### config.mk
export PLATFORM = sky130hd
export DESIGN_NAME = lfb_window_decoder
export DESIGN_NICKNAME = d
export VERILOG_FILES = /design/src/rtl/lfbw_pkg.sv /design/src/rtl/lfbw_map_calc.sv /design/src/rtl/lfbw_range_hit.sv /design/src/rtl/lfbw_remap_ctl.sv /design/src/rtl/lfb_window_decoder.sv
export SDC_FILE = /design/constraint.sdc
export NUM_CORES = 1
export LEC_CHECK = 0
export ABC_AREA = 1
export ABC_CLOCK_PERIOD_IN_PS = 3200
export CORE_UTILIZATION = 40
export DETAILED_ROUTE_END_ITERATION = 10
export GPL_TIMING_DRIVEN = 0
export SYNTH_ARGS = -nofsm -noshare
export SYNTH_HDL_FRONTEND = slang
export SYNTH_HIERARCHICAL = 1
export SYNTH_SLANG_ARGS = --single-unit
### constraint.sdc
create_clock -name clk -period 3.2 [get_ports clk]
set_input_delay 0.64 -clock clk [delete_from_list [all_inputs] [get_ports clk]]
set_output_delay 0.64 -clock clk [all_outputs]
set_load 0.03 [all_outputs]
### src/rtl/lfbw_pkg.sv
`timescale 1ns/1ps
package lfbw_pkg;
   localparam logic [1:0] BK_PCI   = 2'd0;
   localparam logic [1:0] BK_LOCAL = 2'd1;

   typedef enum logic [1:0] {
      RM_NONE   = 2'd0,
      RM_LEGACY = 2'd1,
      RM_TAIL   = 2'd2
   } reg_mode_e;
endpackage

### src/rtl/lfbw_map_calc.sv
`timescale 1ns/1ps
module lfbw_map_calc
   import lfbw_pkg::*;
#(
   parameter int unsigned ADDR_W          = 32,
   parameter int unsigned REV_W           = 8,
   parameter int unsigned TOP_REV         = 8'h3A,
   parameter int unsigned LOCAL_BASE      = 32'h0800_0000,
   parameter int unsigned OTHER_BASE      = 32'h00E0_0000,
   parameter int unsigned LEGACY_BASE     = 32'h000B_8000,
   parameter int unsigned BIG_LOG2        = 24,
   parameter int unsigned STD_LOG2        = 22,
   parameter int unsigned OTHER_LOG2      = 21,
   parameter int unsigned TAIL_LIMIT_LOG2 = 22,
   parameter int unsigned REG_LOG2        = 8,
   parameter bit          LEGACY_EN       = 1'b1
) (
   input  logic [1:0]        bus_kind,
   input  logic [ADDR_W-1:0] pci_base,
   input  logic [REV_W-1:0]  chip_rev,
   input  logic              reg_en,
   input  logic              reg_tail,
   output logic [ADDR_W-1:0] nxt_base,
   output logic [ADDR_W-1:0] nxt_len,
   output logic [ADDR_W-1:0] nxt_reg_base,
   output reg_mode_e         nxt_mode
);
   localparam logic [ADDR_W-1:0] BIG_FULL   = ADDR_W'(1) << BIG_LOG2;
   localparam logic [ADDR_W-1:0] STD_FULL   = ADDR_W'(1) << STD_LOG2;
   localparam logic [ADDR_W-1:0] OTHER_FULL = ADDR_W'(1) << OTHER_LOG2;
   localparam logic [ADDR_W-1:0] TAIL_LIMIT = ADDR_W'(1) << TAIL_LIMIT_LOG2;
   localparam logic [ADDR_W-1:0] REG_BYTES  = ADDR_W'(1) << REG_LOG2;

   logic              legacy_ok;
   logic [ADDR_W-1:0] full;

   generate
      if (LEGACY_EN) begin : g_legacy
         assign legacy_ok = 1'b1;
      end else begin : g_no_legacy
         assign legacy_ok = 1'b0;
      end
   endgenerate

   always_comb begin
      if (bus_kind == BK_PCI || bus_kind == BK_LOCAL)
         full = (chip_rev == REV_W'(TOP_REV)) ? BIG_FULL : STD_FULL;
      else
         full = OTHER_FULL;

      case (bus_kind)
         BK_PCI:   nxt_base = pci_base & ~(full - ADDR_W'(1));
         BK_LOCAL: nxt_base = ADDR_W'(LOCAL_BASE);
         default:  nxt_base = ADDR_W'(OTHER_BASE);
      endcase

      if (!reg_en)
         nxt_mode = RM_NONE;
      else if (!reg_tail)
         nxt_mode = legacy_ok ? RM_LEGACY : RM_NONE;
      else if (full < TAIL_LIMIT)
         nxt_mode = RM_TAIL;
      else
         nxt_mode = RM_NONE;

      nxt_len      = (nxt_mode == RM_TAIL) ? full - REG_BYTES : full;
      nxt_reg_base = (nxt_mode == RM_TAIL) ? nxt_base + nxt_len
                                           : ADDR_W'(LEGACY_BASE);
   end
endmodule

### src/rtl/lfbw_range_hit.sv
`timescale 1ns/1ps
module lfbw_range_hit #(
   parameter int unsigned ADDR_W = 32
) (
   input  logic              en,
   input  logic [ADDR_W-1:0] addr,
   input  logic [ADDR_W-1:0] lo,
   input  logic [ADDR_W-1:0] len,
   output logic              hit
);
   logic [ADDR_W-1:0] offs;
   assign offs = addr - lo;
   assign hit  = en && (offs < len);
endmodule

### src/rtl/lfbw_remap_ctl.sv
`timescale 1ns/1ps
module lfbw_remap_ctl #(
   parameter int unsigned CFG_W  = 44,
   parameter int unsigned SEL_LO = 2,
   parameter int unsigned SEL_HI = 3
) (
   input  logic             clk,
   input  logic             rst_n,
   input  logic [CFG_W-1:0] cfg,
   input  logic             gr6_we,
   input  logic [7:0]       gr6_wdata,
   output logic [7:0]       gr6_q,
   output logic             remap
);
   logic [CFG_W-1:0] snap;
   logic             snap_valid;
   logic             sel_change;

   assign sel_change = gr6_we && (gr6_wdata[SEL_HI:SEL_LO] != gr6_q[SEL_HI:SEL_LO]);
   assign remap      = !snap_valid || (cfg != snap) || sel_change;

   always_ff @(posedge clk or negedge rst_n) begin
      if (!rst_n) begin
         snap       <= '0;
         snap_valid <= 1'b0;
         gr6_q      <= '0;
      end else begin
         snap       <= cfg;
         snap_valid <= 1'b1;
         if (gr6_we) gr6_q <= gr6_wdata;
      end
   end

   a_r7_gr6_store: assert property (@(posedge clk) disable iff (!rst_n)
      gr6_we |=> (gr6_q == $past(gr6_wdata)));
endmodule

### src/rtl/lfb_window_decoder.sv
`timescale 1ns/1ps
module lfb_window_decoder
   import lfbw_pkg::*;
#(
   parameter int unsigned ADDR_W      = 32,
   parameter int unsigned REV_W       = 8,
   parameter int unsigned TOP_REV     = 8'h3A,
   parameter int unsigned LOCAL_BASE  = 32'h0800_0000,
   parameter int unsigned OTHER_BASE  = 32'h00E0_0000,
   parameter int unsigned LEGACY_BASE = 32'h000B_8000,
   parameter int unsigned BIG_LOG2    = 24,
   parameter int unsigned STD_LOG2    = 22,
   parameter int unsigned OTHER_LOG2  = 21,
   parameter int unsigned REG_LOG2    = 8,
   parameter bit          LEGACY_EN   = 1'b1
) (
   input  logic              clk,
   input  logic              rst_n,
   input  logic [1:0]        bus_kind,
   input  logic [ADDR_W-1:0] pci_base,
   input  logic [REV_W-1:0]  chip_rev,
   input  logic              seq_reg_en,
   input  logic              seq_reg_tail,
   input  logic              gr6_we,
   input  logic [7:0]        gr6_wdata,
   input  logic [ADDR_W-1:0] bus_addr,
   output logic [7:0]        gr6_q,
   output logic              remap_o,
   output logic [ADDR_W-1:0] win_base,
   output logic [ADDR_W-1:0] win_size,
   output logic              lin_hit,
   output logic              reg_hit
);
   localparam int unsigned       CFG_W     = 2 + ADDR_W + REV_W + 2;
   localparam logic [ADDR_W-1:0] REG_BYTES = ADDR_W'(1) << REG_LOG2;

   generate
      if (ADDR_W > 32 || ADDR_W <= BIG_LOG2 || ADDR_W < 28)
         $error("ADDR_W must hold the 128 MiB base and the largest window");
      if (REG_LOG2 >= OTHER_LOG2 || OTHER_LOG2 > STD_LOG2 || STD_LOG2 > BIG_LOG2)
         $error("window size parameters out of order");
   endgenerate

   logic [ADDR_W-1:0] nxt_base, nxt_len, nxt_reg_base;
   reg_mode_e         nxt_mode;
   logic [ADDR_W-1:0] reg_base_q;
   reg_mode_e         mode_q;
   logic              lin_raw, reg_raw;

   lfbw_map_calc #(
      .ADDR_W(ADDR_W), .REV_W(REV_W), .TOP_REV(TOP_REV),
      .LOCAL_BASE(LOCAL_BASE), .OTHER_BASE(OTHER_BASE), .LEGACY_BASE(LEGACY_BASE),
      .BIG_LOG2(BIG_LOG2), .STD_LOG2(STD_LOG2), .OTHER_LOG2(OTHER_LOG2),
      .TAIL_LIMIT_LOG2(STD_LOG2), .REG_LOG2(REG_LOG2), .LEGACY_EN(LEGACY_EN)
   ) i_calc (
      .bus_kind(bus_kind), .pci_base(pci_base), .chip_rev(chip_rev),
      .reg_en(seq_reg_en), .reg_tail(seq_reg_tail),
      .nxt_base(nxt_base), .nxt_len(nxt_len),
      .nxt_reg_base(nxt_reg_base), .nxt_mode(nxt_mode)
   );

   lfbw_remap_ctl #(.CFG_W(CFG_W)) i_ctl (
      .clk(clk), .rst_n(rst_n),
      .cfg({bus_kind, pci_base, chip_rev, seq_reg_en, seq_reg_tail}),
      .gr6_we(gr6_we), .gr6_wdata(gr6_wdata),
      .gr6_q(gr6_q), .remap(remap_o)
   );

   always_ff @(posedge clk or negedge rst_n) begin
      if (!rst_n) begin
         win_base   <= '0;
         win_size   <= '0;
         reg_base_q <= '0;
         mode_q     <= RM_NONE;
      end else if (remap_o) begin
         win_base   <= nxt_base;
         win_size   <= nxt_len;
         reg_base_q <= nxt_reg_base;
         mode_q     <= nxt_mode;
      end
   end

   lfbw_range_hit #(.ADDR_W(ADDR_W)) i_lin (
      .en(1'b1), .addr(bus_addr), .lo(win_base), .len(win_size), .hit(lin_raw)
   );

   lfbw_range_hit #(.ADDR_W(ADDR_W)) i_reg (
      .en(mode_q != RM_NONE), .addr(bus_addr), .lo(reg_base_q),
      .len(REG_BYTES), .hit(reg_raw)
   );

   assign reg_hit = reg_raw;
   assign lin_hit = lin_raw && !reg_raw;

   a_r10_exclusive: assert property (@(posedge clk) disable iff (!rst_n)
      !(lin_hit && reg_hit));

   a_r9_map_hold: assert property (@(posedge clk) disable iff (!rst_n)
      !remap_o |=> ($stable(win_base) && $stable(win_size)));

   a_r3_disabled: assert property (@(posedge clk) disable iff (!rst_n)
      (remap_o && !seq_reg_en) |=> !reg_hit);

   a_r6_big_no_reg: assert property (@(posedge clk) disable iff (!rst_n)
      (remap_o && seq_reg_tail && bus_kind == BK_PCI &&
       chip_rev == REV_W'(TOP_REV)) |=> !reg_hit);
endmodule

==> metrics.md <==
| Metric | Value |
|---|---|
| Status | finished with violations |
| Violated checks | setup timing |
| Largest net degree at the start of global routing | 92 |
| Area taken by multi-input logic gates | between 9000 and 10000 um^2 |
| Critical path class | primary input to output pin |
| Mapped Area | 13800 um^2 |
| Post-DRT Antenna Nets | 0 |
| Count of cell types in the netlist | 40 |
| Core Region | 33800 um^2 |
| Placed Instances | between 2000 and 3000 |
| Most frequent cells after synthesis | nand2_1 (942), inv_1 (461), dfrtp_1 (151) |
| Area Overhead vs Synth | 35.6% |
| Final nets | 2751 |
| Most common cell in the netlist | nand2_1 |
| DRC | 0 |
| F_max | 255 MHz |
| Chip Height | between 150 and 200 um |
| Max stage delay cell, worst path | fa_2 |
| Row cnt | 67 |
| Final WL | 40000 um |
| First-pass DRT Iterations | 5 |
| Share of the synthesized area in the top cell type | between 20 and 30% |
| Final Critical Period | 3920 ps |
| Leak | 0.0104 uW |
| Die Footprint | 35300 um^2 |
| Worst slew pin tran | 706 ps |
| Largest stage delay, worst path | 370 ps |
| CTS tree | done |
| Synth Flop Type | dfrtp_1 |
| Clock latency on the worst-skew pair | around 450 ps |
| Slew Limit Headroom | 52.5% |
| Post-synthesis register bit count | about 150 |
| Layout Cells excl Fill | 2992 |
| Clk slew on worst S/H paths | 60 ps |
| Syn Area/Cell | roughly 6.2 um^2 |
| Met3 GRT Util | 3.99% |
| RSZ-0062 raised after global routing | true |
| RD Place Congestion | 0.912 |
| Register area share after synthesis | 27.4% |
| Gr ovfl total | 0 |
| Hold-fix buffers, CTS | 0 |
| H-tree Lvls | 4 |
| Reg area | 3780 um^2 |
| Port Buf Inserts | 160 |
| Post-route worst setup slack | -719 ps |
| Post-synth EDFFs | 0 |
| Root buffer cell | clkbuf_16 |
| FFs w/ async S/R, synth | between 90% and 100% |
| Worst IR Drop VDD | roughly 0.37 mV |
| Initial antenna violation count | 0 |
| Delay-heaviest family, CP | adder cells |
| WHS | 105 ps |
| Ant. Diodes | 0 |
| Num CTS Buffers | 17 |
| Worst Setup Start Kind | primary input |
| WP data required | 2560 ps |
| Count of clock tree sinks | roughly 150 |
| Sequence of cells on the critical path | buf_6 > inv_1 > ha_2 > inv_2 > fa_2 > nand2_2 > nand3_4 > nand2_2 > nand2_4 > xor2_2 > ha_1 > nand2_1 > o21bai_1 > a21oi_1 > nor2_1 > nand2_1 > a21oi_4 > inv_2 > nor2_4 > buf_6 |
| Routed via count | 13300 |
| Via density | 4.45 |
| Met2 usage | about 39% |
| PwrDens | 351 nW/um^2 |
| Met1 global-route usage | 29.7% |
| GRT Max-Usage Layer | met2 |
| Die span in x | 188 um |
| Post-Syn Instances | 2214 |
| Tcrit/Tclk final | 122% |
| Final Util | between 50% and 60% |
| CP arrival | 3280 ps |
| First-iteration detailed-routing DRC count | 528 |
| Tot GR Track Use | 23.0% |
| Final HPWL DP | 31600 um |
| I/O pins | 162 |
| DR WL/cell | 13.4 um |
| Worst hold path class | primary input to async pin |
| Fin Clk Skew | 10.6 ps |
| Clock tree buffer depth | 2 |
| Initial core utilization | 40.9% |
| Yosys top cell by area | dfrtp_1 |
| Worst Path Buf+Inv | 5 |
| CP max FO | 3 |
| Critical path endpoint category | output pin |
| Fin. max-slew vios | 0 |
| Number of global-route vias before repair | 13000 |
| Max-Cap Viols | 0 |
| Hold Vio Cnt, Final | 0 |
| Synth warnings | 6 |
| First-pass GRT wire length | between 60000 and 70000 um |
| Filler instances | approximately 3400 |
| Setup violations, final | 2 |
| Share of layout cells above drive strength 1 | a little over a fifth |
| Synth top area cells | dfrtp_1 (27%), nand2_1 (26%), inv_1 (13%) |
==> worst paths after layout <==
check,from,to,slack (ps),cells after the start
setup / recovery,bus_addr[0],lin_hit,-720,20
max in group asynchronous,rst_n,i_ctl/snap[31],2240,2
hold / removal,rst_n,win_base[1],100,1
setup reg to reg,i_ctl/snap[7],win_base[26],1080,14
hold reg to reg,reg_base_q[16],reg_base_q[16],470,2
min in group clk,reg_base_q[16],reg_base_q[16],470,2
==> routing by layer <==
| metal | up-vias | routed length, um |
|---|---|---|
| met5 | - | 0 |
| met4 | 0 | 909 |
| met3 | 48 | 1590 |
| met2 | 208 | 18800 |
| met1 | 6044 | 18800 |
| li1 | 7022 | - |
==> power breakdown <==
part / switching (uW) / internal (uW)
clock: 928 / 1090
sequential: 64.1 / 2000
combinational: 1430 / 1060
==> per-stage QoR <==
stage	total power [uW]	setup slack, ps	TNS [ps]	area, um^2
2_1_floorplan	3490	-257	-349	14200
3_3_place_gp	4110	-5010	-760060	16400
3_5_place_dp	4160	-2240	-6240	16400
4_1_cts	6450	-722	-1380	18200
5_1_grt	7000	-891	-1740	18700
6_report	6570	-719	-1350	18700
==> kinds of logic (layout without fill, tap and decap cells) <==
logic type,after synthesis,count (layout),share of synthesized area [%]
other,5,89,0.136
DFF,151,151,27.4
buffers and inverters,572,818,18.1
adders and majority gates,132,132,12.1
and+or+nand+nor,1207,1207,35.3
muxes,8,8,0.652
AOI/OAI and AO/OA,100,100,3.91
xor gates and xnor gates,39,39,2.47
==> cells in the final DEF (no fill, tap or decap), drive strengths merged <==
cell type / n
a21o: 3
a21oi: 71
and2: 2
and3: 1
buf: 180
bufinv: 1
clkbuf: 18
clkdlybuf4s15: 6
clkdlybuf4s50: 123
clkinv: 4
clkinvlp: 3
conb: 89
dfrtp: 151
dlygate4sd2: 3
dlymetal6s2s: 1
fa: 3
ha: 129
inv: 479
mux2: 8
nand2: 970
nand3: 61
nand3b: 2
nand4: 11
nor2: 144
nor2b: 1
nor3: 11
nor4: 2
o21a: 4
o21ai: 15
o21bai: 5
o22ai: 2
or2: 2
xnor2: 9
xor2: 30
==> cell type report <==
type | count | area share (%)
multi-input cells | 1575 | 50.1
repair buffers | 216 | 10.4
inverters | 473 | 9.58
clock buffers | 17 | 2.27
clock inverters | 14 | 0.748
well taps | 448 | 2.99
flip-flops and latches | 151 | 20.2
plain buffers | 98 | 3.79
==> worst reg2reg max path: stages, from the launching register on <==
cell and delay (ps):
dfrtp_1 370, nand2_1 70, nand2_1 50, nor2_1 170, nand2_1 90, nor2_2 180
nand2_1 80, nor2_1 80, nand2_1 90, buf_4 200, inv_4 160, buf_6 210
buf_6 170, nand2_1 60, nand2_1 60
==> timing repair <==
item / CTS / global route
endpoints found under the setup margin: 4 / 3
buffers inserted: 37 / 18
resized for setup: 319 / 118
pin swaps: 42 / 53
cloned: 0 / 0
==> sequential cells by signal (all words and copies together), names as in the netlist <==
signal / count
mode_q: 2
win_base: 32
i_ctl/snap_valid: 1
reg_base_q: 32
i_ctl/gr6_q: 8
win_size: 32
i_ctl/snap: 44
No activity file was read; power rests on OpenSTA's default activity.
